$ cat config.mk
export PLATFORM = sky130hd
export DESIGN_NAME = bdma_channel
export DESIGN_NICKNAME = d
export VERILOG_FILES = /design/src/rtl/bdma_pkg.sv /design/src/rtl/bdma_region_chk.sv /design/src/rtl/bdma_breg_step.sv /design/src/rtl/bdma_channel.sv
export SDC_FILE = /design/constraint.sdc
export NUM_CORES = 1
export LEC_CHECK = 0
export CELL_PAD_IN_SITES_DETAIL_PLACEMENT = 0
export CELL_PAD_IN_SITES_GLOBAL_PLACEMENT = 1
export CORE_ASPECT_RATIO = 0.6
export CORE_MARGIN = 8
export CORE_UTILIZATION = 49
export DETAILED_ROUTE_END_ITERATION = 12
export DONT_BUFFER_PORTS = 1
export PLACE_DENSITY_LB_ADDON = 0.3
export SETUP_SLACK_MARGIN = 0.2
export SLEW_MARGIN = 20
export SYNTH_ARGS = -nofsm -noshare
export SYNTH_HDL_FRONTEND = slang
export SYNTH_SLANG_ARGS = --single-unit
$ cat constraint.sdc
create_clock -name clk -period 4.5 [get_ports clk]
set_input_delay 0.45 -clock clk [delete_from_list [all_inputs] [get_ports clk]]
set_output_delay 0.45 -clock clk [all_outputs]
set_load 0.005 [all_outputs]
$ cat src/rtl/bdma_pkg.sv
package bdma_pkg;
    parameter int unsigned BANK_W   = 8;
    parameter int unsigned OFF_W    = 16;
    parameter int unsigned DATA_W   = 8;
    parameter int unsigned MODE_W   = 3;
    parameter int unsigned IDX_W    = 2;
    parameter int unsigned OVH_CYC  = 8;
    parameter int unsigned HALF_CYC = 4;
    localparam int unsigned SLOT_CYC = 2 * HALF_CYC;
    localparam int unsigned TICK_W   = $clog2((OVH_CYC > SLOT_CYC) ? OVH_CYC : SLOT_CYC);

    typedef enum logic [1:0] {
        ST_IDLE = 2'd0,
        ST_OVH  = 2'd1,
        ST_XFER = 2'd2
    } st_e;

    typedef struct packed {
        st_e               st;
        logic              en;
        logic [TICK_W-1:0] tick;
        logic [IDX_W-1:0]  idx;
        logic [OFF_W-1:0]  off;
        logic [OFF_W-1:0]  cnt;
        logic [DATA_W-1:0] data;
        logic              dir;
        logic [MODE_W-1:0] mode;
        logic [7:0]        breg;
        logic [BANK_W-1:0] bank;
        logic              fixed;
        logic              rev;
    } chan_t;
endpackage

$ cat src/rtl/bdma_region_chk.sv
module bdma_region_chk (
    input  logic [7:0]  bank,
    input  logic [10:0] off_hi,
    output logic        a_ok,
    output logic        is_wram
);
    logic sys_bank;
    logic hit;

    always_comb begin
        sys_bank = ~bank[6];
        hit = (off_hi[10:3] == 8'h21)
            | (off_hi[10:4] == 7'h20)
            | (off_hi == 11'h210)
            | (off_hi[10:2] == 9'h086);
        a_ok    = ~(sys_bank & hit);
        is_wram = (bank == 8'h7E) | (bank == 8'h7F) | (sys_bank & (off_hi[10:8] == 3'b000));
    end
endmodule

$ cat src/rtl/bdma_breg_step.sv
module bdma_breg_step #(
    parameter int unsigned MODE_W = 3,
    parameter int unsigned IDX_W  = 2
) (
    input  logic [MODE_W-1:0] mode,
    input  logic [IDX_W-1:0]  idx,
    input  logic [7:0]        breg,
    output logic [7:0]        b_addr
);
    logic [7:0] step;

    always_comb begin
        case (mode)
            3'd1, 3'd5: step = {7'd0, idx[0]};
            3'd3, 3'd7: step = {7'd0, idx[1]};
            3'd4:       step = {{(8-IDX_W){1'b0}}, idx};
            default:    step = 8'd0;
        endcase
        b_addr = breg + step;
    end
endmodule

$ cat src/rtl/bdma_channel.sv
module bdma_channel
    import bdma_pkg::*;
(
    input  logic                      clk,
    input  logic                      rst_n,
    input  logic                      en_wr,
    input  logic                      en_wdata,
    input  logic                      start,
    input  logic                      dir,
    input  logic [MODE_W-1:0]         mode,
    input  logic [7:0]                breg,
    input  logic [BANK_W-1:0]         bank,
    input  logic [OFF_W-1:0]          src,
    input  logic [OFF_W-1:0]          count,
    input  logic                      fixed,
    input  logic                      reverse,
    output logic                      en_o,
    output logic                      busy_o,
    output logic [BANK_W+OFF_W-1:0]   a_addr_o,
    output logic                      a_rd_o,
    output logic                      a_wr_o,
    input  logic [DATA_W-1:0]         a_rdata_i,
    output logic [7:0]                b_addr_o,
    output logic                      b_rd_o,
    output logic                      b_wr_o,
    input  logic [DATA_W-1:0]         b_rdata_i,
    output logic [DATA_W-1:0]         wdata_o
);
    localparam logic [TICK_W-1:0] OVH_LAST  = TICK_W'(OVH_CYC - 1);
    localparam logic [TICK_W-1:0] RD_LAST   = TICK_W'(HALF_CYC - 1);
    localparam logic [TICK_W-1:0] WR_TICK   = TICK_W'(HALF_CYC);
    localparam logic [TICK_W-1:0] SLOT_LAST = TICK_W'(SLOT_CYC - 1);
    localparam logic [OFF_W-1:0]  CNT_ONE   = OFF_W'(1);

    chan_t      s_d, s_q;
    logic       a_ok, is_wram, loop_ok;
    logic [7:0] b_addr;
    logic       rd_half, wr_slot, a_rd_d, a_wr_d, b_rd_d, b_wr_d;

    bdma_region_chk u_region (
        .bank    (s_q.bank),
        .off_hi  (s_q.off[OFF_W-1:OFF_W-11]),
        .a_ok    (a_ok),
        .is_wram (is_wram)
    );

    bdma_breg_step #(.MODE_W(MODE_W), .IDX_W(IDX_W)) u_step (
        .mode   (s_q.mode),
        .idx    (s_q.idx),
        .breg   (s_q.breg),
        .b_addr (b_addr)
    );

    assign loop_ok = ~((b_addr == 8'h80) & is_wram);

    always_comb begin
        s_d = s_q;
        if (en_wr) s_d.en = en_wdata;
        rd_half = (s_q.st == ST_XFER) && (s_q.tick < WR_TICK);
        wr_slot = (s_q.st == ST_XFER) && (s_q.tick == WR_TICK);
        a_rd_d  = rd_half & ~s_q.dir & a_ok;
        b_rd_d  = rd_half &  s_q.dir & loop_ok;
        b_wr_d  = wr_slot & ~s_q.dir & loop_ok;
        a_wr_d  = wr_slot &  s_q.dir & a_ok;
        case (s_q.st)
            ST_IDLE: begin
                if (start && s_q.en) begin
                    s_d.st    = ST_OVH;
                    s_d.tick  = '0;
                    s_d.idx   = '0;
                    s_d.dir   = dir;
                    s_d.mode  = mode;
                    s_d.breg  = breg;
                    s_d.bank  = bank;
                    s_d.off   = src;
                    s_d.cnt   = count;
                    s_d.fixed = fixed;
                    s_d.rev   = reverse;
                end
            end
            ST_OVH: begin
                s_d.tick = s_q.tick + 1'b1;
                if (s_q.tick == OVH_LAST) begin
                    s_d.st   = ST_XFER;
                    s_d.tick = '0;
                end
            end
            ST_XFER: begin
                s_d.tick = s_q.tick + 1'b1;
                if (s_q.tick == RD_LAST) begin
                    if (s_q.dir) s_d.data = loop_ok ? b_rdata_i : '0;
                    else         s_d.data = a_ok ? a_rdata_i : '0;
                end
                if (s_q.tick == SLOT_LAST) begin
                    s_d.tick = '0;
                    s_d.idx  = s_q.idx + 1'b1;
                    s_d.cnt  = s_q.cnt - 1'b1;
                    if (!s_q.fixed) s_d.off = s_q.rev ? s_q.off - 1'b1 : s_q.off + 1'b1;
                    if (s_q.cnt == CNT_ONE || !s_q.en) begin
                        s_d.st = ST_IDLE;
                        s_d.en = 1'b0;
                    end
                end
            end
            default: s_d.st = ST_IDLE;
        endcase
    end

    always_ff @(posedge clk or negedge rst_n) begin
        if (!rst_n) s_q <= '0;
        else        s_q <= s_d;
    end

    assign en_o     = s_q.en;
    assign busy_o   = (s_q.st != ST_IDLE);
    assign a_addr_o = {s_q.bank, s_q.off};
    assign b_addr_o = b_addr;
    assign a_rd_o   = a_rd_d;
    assign a_wr_o   = a_wr_d;
    assign b_rd_o   = b_rd_d;
    assign b_wr_o   = b_wr_d;
    assign wdata_o  = s_q.data;

    p_quiet_idle_r2: assert property (@(posedge clk) disable iff (!rst_n)
        !busy_o |-> !(a_rd_o || a_wr_o || b_rd_o || b_wr_o));
    p_bank_hold_r7: assert property (@(posedge clk) disable iff (!rst_n)
        (busy_o && $past(busy_o)) |-> $stable(a_addr_o[23:16]));
    p_reg_window_r4: assert property (@(posedge clk) disable iff (!rst_n)
        ((a_rd_o || a_wr_o) && !a_addr_o[22]) |-> (a_addr_o[15:8] != 8'h21));
    p_no_wram_loop_r5: assert property (@(posedge clk) disable iff (!rst_n)
        ((b_rd_o || b_wr_o) && b_addr_o == 8'h80) |->
        (a_addr_o[23:17] != 7'h3F) && !(!a_addr_o[22] && a_addr_o[15:13] == 3'b000));
    p_one_side_r6: assert property (@(posedge clk) disable iff (!rst_n)
        !(a_wr_o && b_wr_o) && !(a_rd_o && b_rd_o) && !(a_rd_o && a_wr_o) && !(b_rd_o && b_wr_o));
    p_write_pulse_r9: assert property (@(posedge clk) disable iff (!rst_n)
        (a_wr_o || b_wr_o) |=> !(a_wr_o || b_wr_o));
    p_selfclear_r10: assert property (@(posedge clk) disable iff (!rst_n)
        $fell(busy_o) |-> !en_o);
endmodule

==> Word level (Yosys, flattened, before mapping) <==
Index checks and enable logic that the tools add are counted.
{ "word_totals": {"regBits": 70, "latchBits": 0, "ram_bits": 0, "rom_bits": 0, "output_inout_bits": 46, "elab_cells": 98, "mem_count": 0} }
{ "classes": {"n_addsub": 6, "multipliers": 0, "div_mod_pow": 0, "n_lt_le_gt_ge": 1, "eq_ne": 23, "shifts": 0, "mux": 17, "bitwise": 20, "reduce_logical": 18} }
{ "op_table": {"columns": ["op", "count"], "rows": [
  ["$pmux W34 S2", 1],
  ["$mux W40", 1],
  ["$mux W37", 1],
  ["$mux W16", 2],
  ["$sub A16 B1 Y16 const B", 2],
  ["$mux W8", 3],
  ["$add A16 B1 Y16 const B", 1],
  ["$eq A16 B1 Y1 const B", 1],
  ["$eq A8 B7 Y1 const B", 2],
  ["$eq A3 B3 Y1 const B", 5],
  ["$pmux W2 S3", 2],
  ["$and A1 B1 Y1", 11],
  ["$eq A11 B10 Y1 const B", 1],
  ["$eq A9 B8 Y1 const B", 1],
  ["$pmux W3 S3", 1],
  ["$add A8 B2 Y8", 1],
  ["$eq A8 B6 Y1 const B", 1],
  ["$eq A8 B8 Y1 const B", 1],
  ["$reduce_and A4 Y1", 2],
  ["$eq A7 B6 Y1 const B", 1],
  ["$eq A3 B2 Y1 const B", 2],
  ["$mux W3", 2],
  ["$ne A2 B2 Y1 const B", 3],
  ["$reduce_and A2 Y1", 3],
  ["other kinds (20)", 34]
]} }

==> Logic depth before layout (Yosys ltp) <==
{ "depth": {"ltp_word": 8, "mapped_depth": 11} }

==> Modules after synthesis <==
From an unflattened synthesis, not the netlist that was laid out.
{ "hier_totals": {"hier_cells": 519, "hier_area_um2": 4698.3} }
{ "by_module_without_submodules": {"columns": ["mod", "n_inst", "cells_per_inst", "area_per_inst_um2", "seq_area_each_um2"], "rows": [
  ["bdma_channel", 1, 483, 4431.8, 1751.7],
  ["bdma_breg_step", 1, 25, 191.4, 0.0],
  ["bdma_region_chk", 1, 11, 75.1, 0.0]
]} }

==> Worst setup path after synthesis <==
No wires, ideal clock.
{ "synth_timing": {"path_type": "reg-to-output", "from": "reg s_q[62] (netlist bit)", "to": "out b_rd_o", "arrival_ps": 1942, "slack_ps": 2108, "stages_incl_launch_ff": 11, "n_path_buf": 0, "cell_sequence": "dfrtp_1 o21ai_0 o21ai_0 ha_1 inv_1 fa_1 xnor2_1 nor3_1 nand3_1 o31ai_1 nor3_1"} }
{ "synth_via": {"elab_chain_cells": 6} }
{ "synth_lines": {"columns": ["item", "line", "text"], "rows": [
  ["start, declared", "bdma_channel.sv:35", "chan_t s_d, s_q;"],
  ["start signal, assigned", "bdma_channel.sv:110", "if (!rst_n) s_q <= '0;"],
  ["start signal, assigned", "bdma_channel.sv:111", "else s_q <= s_d;"],
  ["$pmux W2 S3", "bdma_breg_step.sv:13", "case (mode)"],
  ["$add A8 B2 Y8", "bdma_breg_step.sv:19", "b_addr = breg + step;"],
  ["net b_addr_o[2]", "bdma_channel.sv:23", "output logic [7:0] b_addr_o,"],
  ["$eq A8 B8 Y1", "bdma_channel.sv:54", "assign loop_ok = ~((b_addr == 8'h80) & is_wram);"],
  ["$and A1 B1 Y1", "bdma_channel.sv:54", null],
  ["$not A1 Y1", "bdma_channel.sv:54", null],
  ["$and A1 B1 Y1", "bdma_channel.sv:62", "b_rd_d = rd_half & s_q.dir & loop_ok;"],
  ["end, declared", "bdma_channel.sv:24", "output logic b_rd_o,"]
]} }
The timed path passes the listed nets, and every way through them passes these cells.

==> Worst setup path after layout <==
Same ends and word-level chain as after synthesis.

==> results <==
- In the final layout, the share of cells above drive strength 1 is 0.1160.
- The final layout contains 571 nets.
- The synthesized design contains 0 enable-type register cells.
- The worst setup path is launched from a flop.
- IR analysis of the VDD net gives a maximum drop of 0.2800 mV.
- The multi-input combinational cells in the finished layout cover a total of 0.002459 mm^2.
- The number of antenna diodes is 0.
- Walking the worst path, the cells encountered are o21ai_0 -> o21ai_0 -> ha_1 -> inv_1 -> fa_1 -> xnor2_1 -> nor3_1 -> nand3_1 -> o31ai_1 -> nor3_1.
- The later-pin clock latency in the skew report is 0.34 ns.
- The mean number of vias per cell is 5.997.
- In the synthesized netlist the dominant register cell turns out to be dfrtp_1.
- The maximum fanout along the worst path is 5.
- The cell with the largest stage delay on the worst path is fa_1.
- In this run the standard cell core region covers 0.009155 mm^2.
- The worst setup path is captured at an output port.
- During placement, the flow inserted port buffers numbering 0.
- At the pin with the least slew margin, the transition time is 0.7872 ns.
- The synthesized cell area is 0.004598 mm^2.
- The number of clock buffers added by TritonCTS is 9.
- The worst hold slack after final layout is -0.0009883 ns.
- At the end of the flow the core is filled with cells to 0.5254.
- The min-delay analysis places its worst path in the category in -> async.
- The ratio of final minimum period to clock period is 0.6990.
- The count of H-tree levels built during CTS is 3.
- The startpoint identified for the worst register-to-register timing path is s_q[0].
- The origin of the worst setup path is s_q[62].
- The die is 141.1 um wide.
- The hold violation count in the final report was 1.
- The maximum number of pins on one net before global-route repair is 71.
- The top cell types in the final layout, fill and taps aside, are dfrtp_1, o21ai_0, nor2_1.
- TritonCTS built the clock tree.
- The end of the worst register-to-register path is a_addr_o[15].
- The total chip power is 4.016 mW.
- The area of the die is 0.01284 mm^2.
- The arrival time reported for the critical path endpoint is 2.70 ns.
- The sequential standard cell area is 0.001752 mm^2.
- On the worst path, the slowest cell contributes a delay of 0.43 ns.
- The critical path is of the reg -> out type.
- The count of unique library cells instantiated by Yosys is 56.
- The number of synthesized register bits is 70.
- The antenna violation net count after detailed routing is 0.
- The critical path capture point is b_rd_o.
- Synthesis produced a netlist with a net count of 608.
- The row count is 27.
- The number of sinks handled by clock tree synthesis is 70.
- The number of DRC violations after detailed-routing iteration 0 is 251.
- The clock root buffer master is clkbuf_16.
- For this design the top-level I/O count stands at 121.
- The fraction of registers with async set or reset after synthesis is 1.000.
- The number of setup violations in the final report is 0.
- The cell count after synthesis is 506.
- The final-layout fill cell count is 853.
- The final setup TNS is 0 ns.
- The mean cell area of the mapped netlist is 9.087 um^2.
- Routability-driven placement finished with a final weighted congestion of 0.8547.
- For this run, the total global-route usage over all layers was measured as 0.1865.
- The post-route minimum period is 3.145 ns.
- Setup repair after global routing left no endpoint under its margin.
- After clock tree synthesis, the clock-pin slew on the worst setup and hold paths is 0.06 ns.
- For this run, the detailed router's first-pass iteration total came to 4.
- Data on the critical path is required at its endpoint by 4.05 ns.
- The flow ran to the end, but the final reports show violations.
- The total overflow left after global routing is 0.
- After detailed routing, the average wire length per cell comes to 19.57 um.
- The vertical die dimension is 91.04 um.
- The wire length reported by the detailed router is 11,820 um.
- The effective utilization at floorplan is 0.5023.
- The number of global-route vias before repair is 3,602.
- Dividing total power by cell area gives a power density of 834.9 mW/mm^2.
- The worst reg-to-reg path cell count is 8.
- The leakage power total is 2.073 nW.
- After detailed routing, the number of remaining DRC violations is 0.
- The longest clock path from root to sink contains 2 buffers.
- Max-cap violations in this run came to 0.
- The HPWL reported at the end of detailed placement is 8667 um.
- The worst slew slack as a fraction of its limit is 0.4740.
- The total number of vias is 3,622.
- The clock skew after layout is 0.008616 ns.
- For this run, the number of Yosys warnings is 0.
- The final reports fail on negative hold slack.
- Across all register-to-register paths, the minimum setup slack is 1.67 ns.
- The number of antenna violations at the first check in global routing is 1.
- The share of the Yosys chip area taken by registers is 0.3810.
- Based on the critical path, the design can be clocked at up to 317.9 MHz.
- The relative area change from synthesis to final layout is 4.599%.
- The commonest non-fill, non-tap cell in the layout is dfrtp_1.
- The first global-routing pass estimated 19,290 um of wire.
- The number of max-slew violations in the final report is 0.
sequential cells by signal, summed over array words and instances (netlist names):
signal	cells
a_addr_o	24
en_o	1
s_q	37
wdata_o	8
cell families (layout without fill, tap and decap cells):
| logic type | after synthesis | after routing | share of synthesized area |
|---|---|---|---|
| buf+inv | 70 | 38 | 0.08544 |
| compound gates | 150 | 150 | 0.2087 |
| flops | 70 | 70 | 0.3810 |
| fa+ha+maj | 27 | 27 | 0.07674 |
| simple gates | 142 | 142 | 0.1445 |
| mux | 27 | 27 | 0.06558 |
| xor+xnor | 20 | 20 | 0.03810 |
through the flow:
stage | setup WS, ns | hold WS (ns) | std cells | area, um^2
4_1_cts | 1.369 | 0.008296 | 604 | 4805
2_1_floorplan | 2.108 | 0.1544 | 506 | 4598
3_3_place_gp | 1.773 | 0.1563 | 587 | 4454
5_1_grt | 1.013 | 0.01911 | 604 | 4810
6_report | 1.355 | -0.0009883 | 604 | 4810
3_5_place_dp | 1.668 | 0.1564 | 587 | 4454
where the power goes:
| group | leakage, nW | internal, mW | switching, mW |
|---|---|---|---|
| Clock | 0.152 | 0.487 | 0.288 |
| Sequential | 0.848 | 0.916 | 0.372 |
| Combinational | 1.07 | 0.839 | 1.11 |
cell usage after synthesis, types with 2 or more instances:
cell type | count | area share
a21o_1 | 12 | 0.020
nand3_1 | 14 | 0.015
inv_1 | 18 | 0.015
clkbuf_1 | 14 | 0.011
a22oi_1 | 7 | 0.011
a2111oi_2 | 2 | 0.0065
xor2_1 | 7 | 0.013
a22o_1 | 9 | 0.017
a211oi_1 | 2 | 0.0033
nor2b_1 | 2 | 0.0027
a221oi_1 | 7 | 0.013
o31ai_1 | 3 | 0.0049
nor3b_1 | 2 | 0.0033
nand4_1 | 4 | 0.0054
buf_4 | 32 | 0.052
nand2_1 | 36 | 0.029
buf_1 | 2 | 0.0016
nor3_1 | 12 | 0.013
fa_1 | 2 | 0.0087
o21ai_0 | 53 | 0.058
a32oi_1 | 6 | 0.011
mux2i_1 | 2 | 0.0044
nor2_1 | 52 | 0.042
a21oi_1 | 34 | 0.037
mux2_2 | 25 | 0.061
nor4_1 | 4 | 0.0054
xnor2_1 | 13 | 0.025
nand2b_1 | 2 | 0.0027
a31o_2 | 2 | 0.0038
dfrtp_1 | 70 | 0.38
nor4_2 | 2 | 0.0054
and2_1 | 3 | 0.0041
ha_1 | 25 | 0.068
a31oi_1 | 4 | 0.0054
worst max-delay path: cells and delay by family, from the launching register on:
kind	cells	cell delay [ns]
buffers and inverters	1	0.05
AOI/OAI and AO/OA	3	0.56
xor gates and xnor gates	1	0.19
adders and majority gates	2	0.62
and+or+nand+nor	3	0.54
DFF	1	0.39
layout make-up:
class,instances,share of cell area
Sequential cell,70,0.3642
Timing Repair Buffer,3,0.008845
Clock buffer,9,0.04683
Clock inverter,7,0.02029
Multi-Input combinational cell,366,0.5112
Inverter,19,0.01483
Tap cell,130,0.03382
how the worst min path moves through the flow:
stage,depth (start not counted),slack [ns],from,endpoint
2_1_floorplan,0,0.15,rst_n,a_addr_o[0]
4_1_cts,1,0.008,rst_n,s_q[38]
5_1_grt,1,0.02,rst_n,s_q[36]
3_3_place_gp,0,0.16,rst_n,a_addr_o[20]
3_5_place_dp,0,0.16,rst_n,a_addr_o[21]
6_report,1,-0.001,rst_n,s_q[38]
repair_timing:
action | in CTS | in global routing
buffers inserted | 0 | 0
hold buffers | 1 | 0
hold endpoints to repair | 70 | 0
gates resized for setup | 0 | 0
metal layers:
layer | part of all wire | up-vias | GRT usage
li1 | - | 1723 | -
met1 | 0.46 | 1764 | 0.2415
met2 | 0.44 | 117 | 0.2848
met3 | 0.086 | 16 | 0.07315
met4 | 0.011 | 2 | 0.04982
met5 | 0.0011 | - | 0
Power figures use the tool's default switching activity.
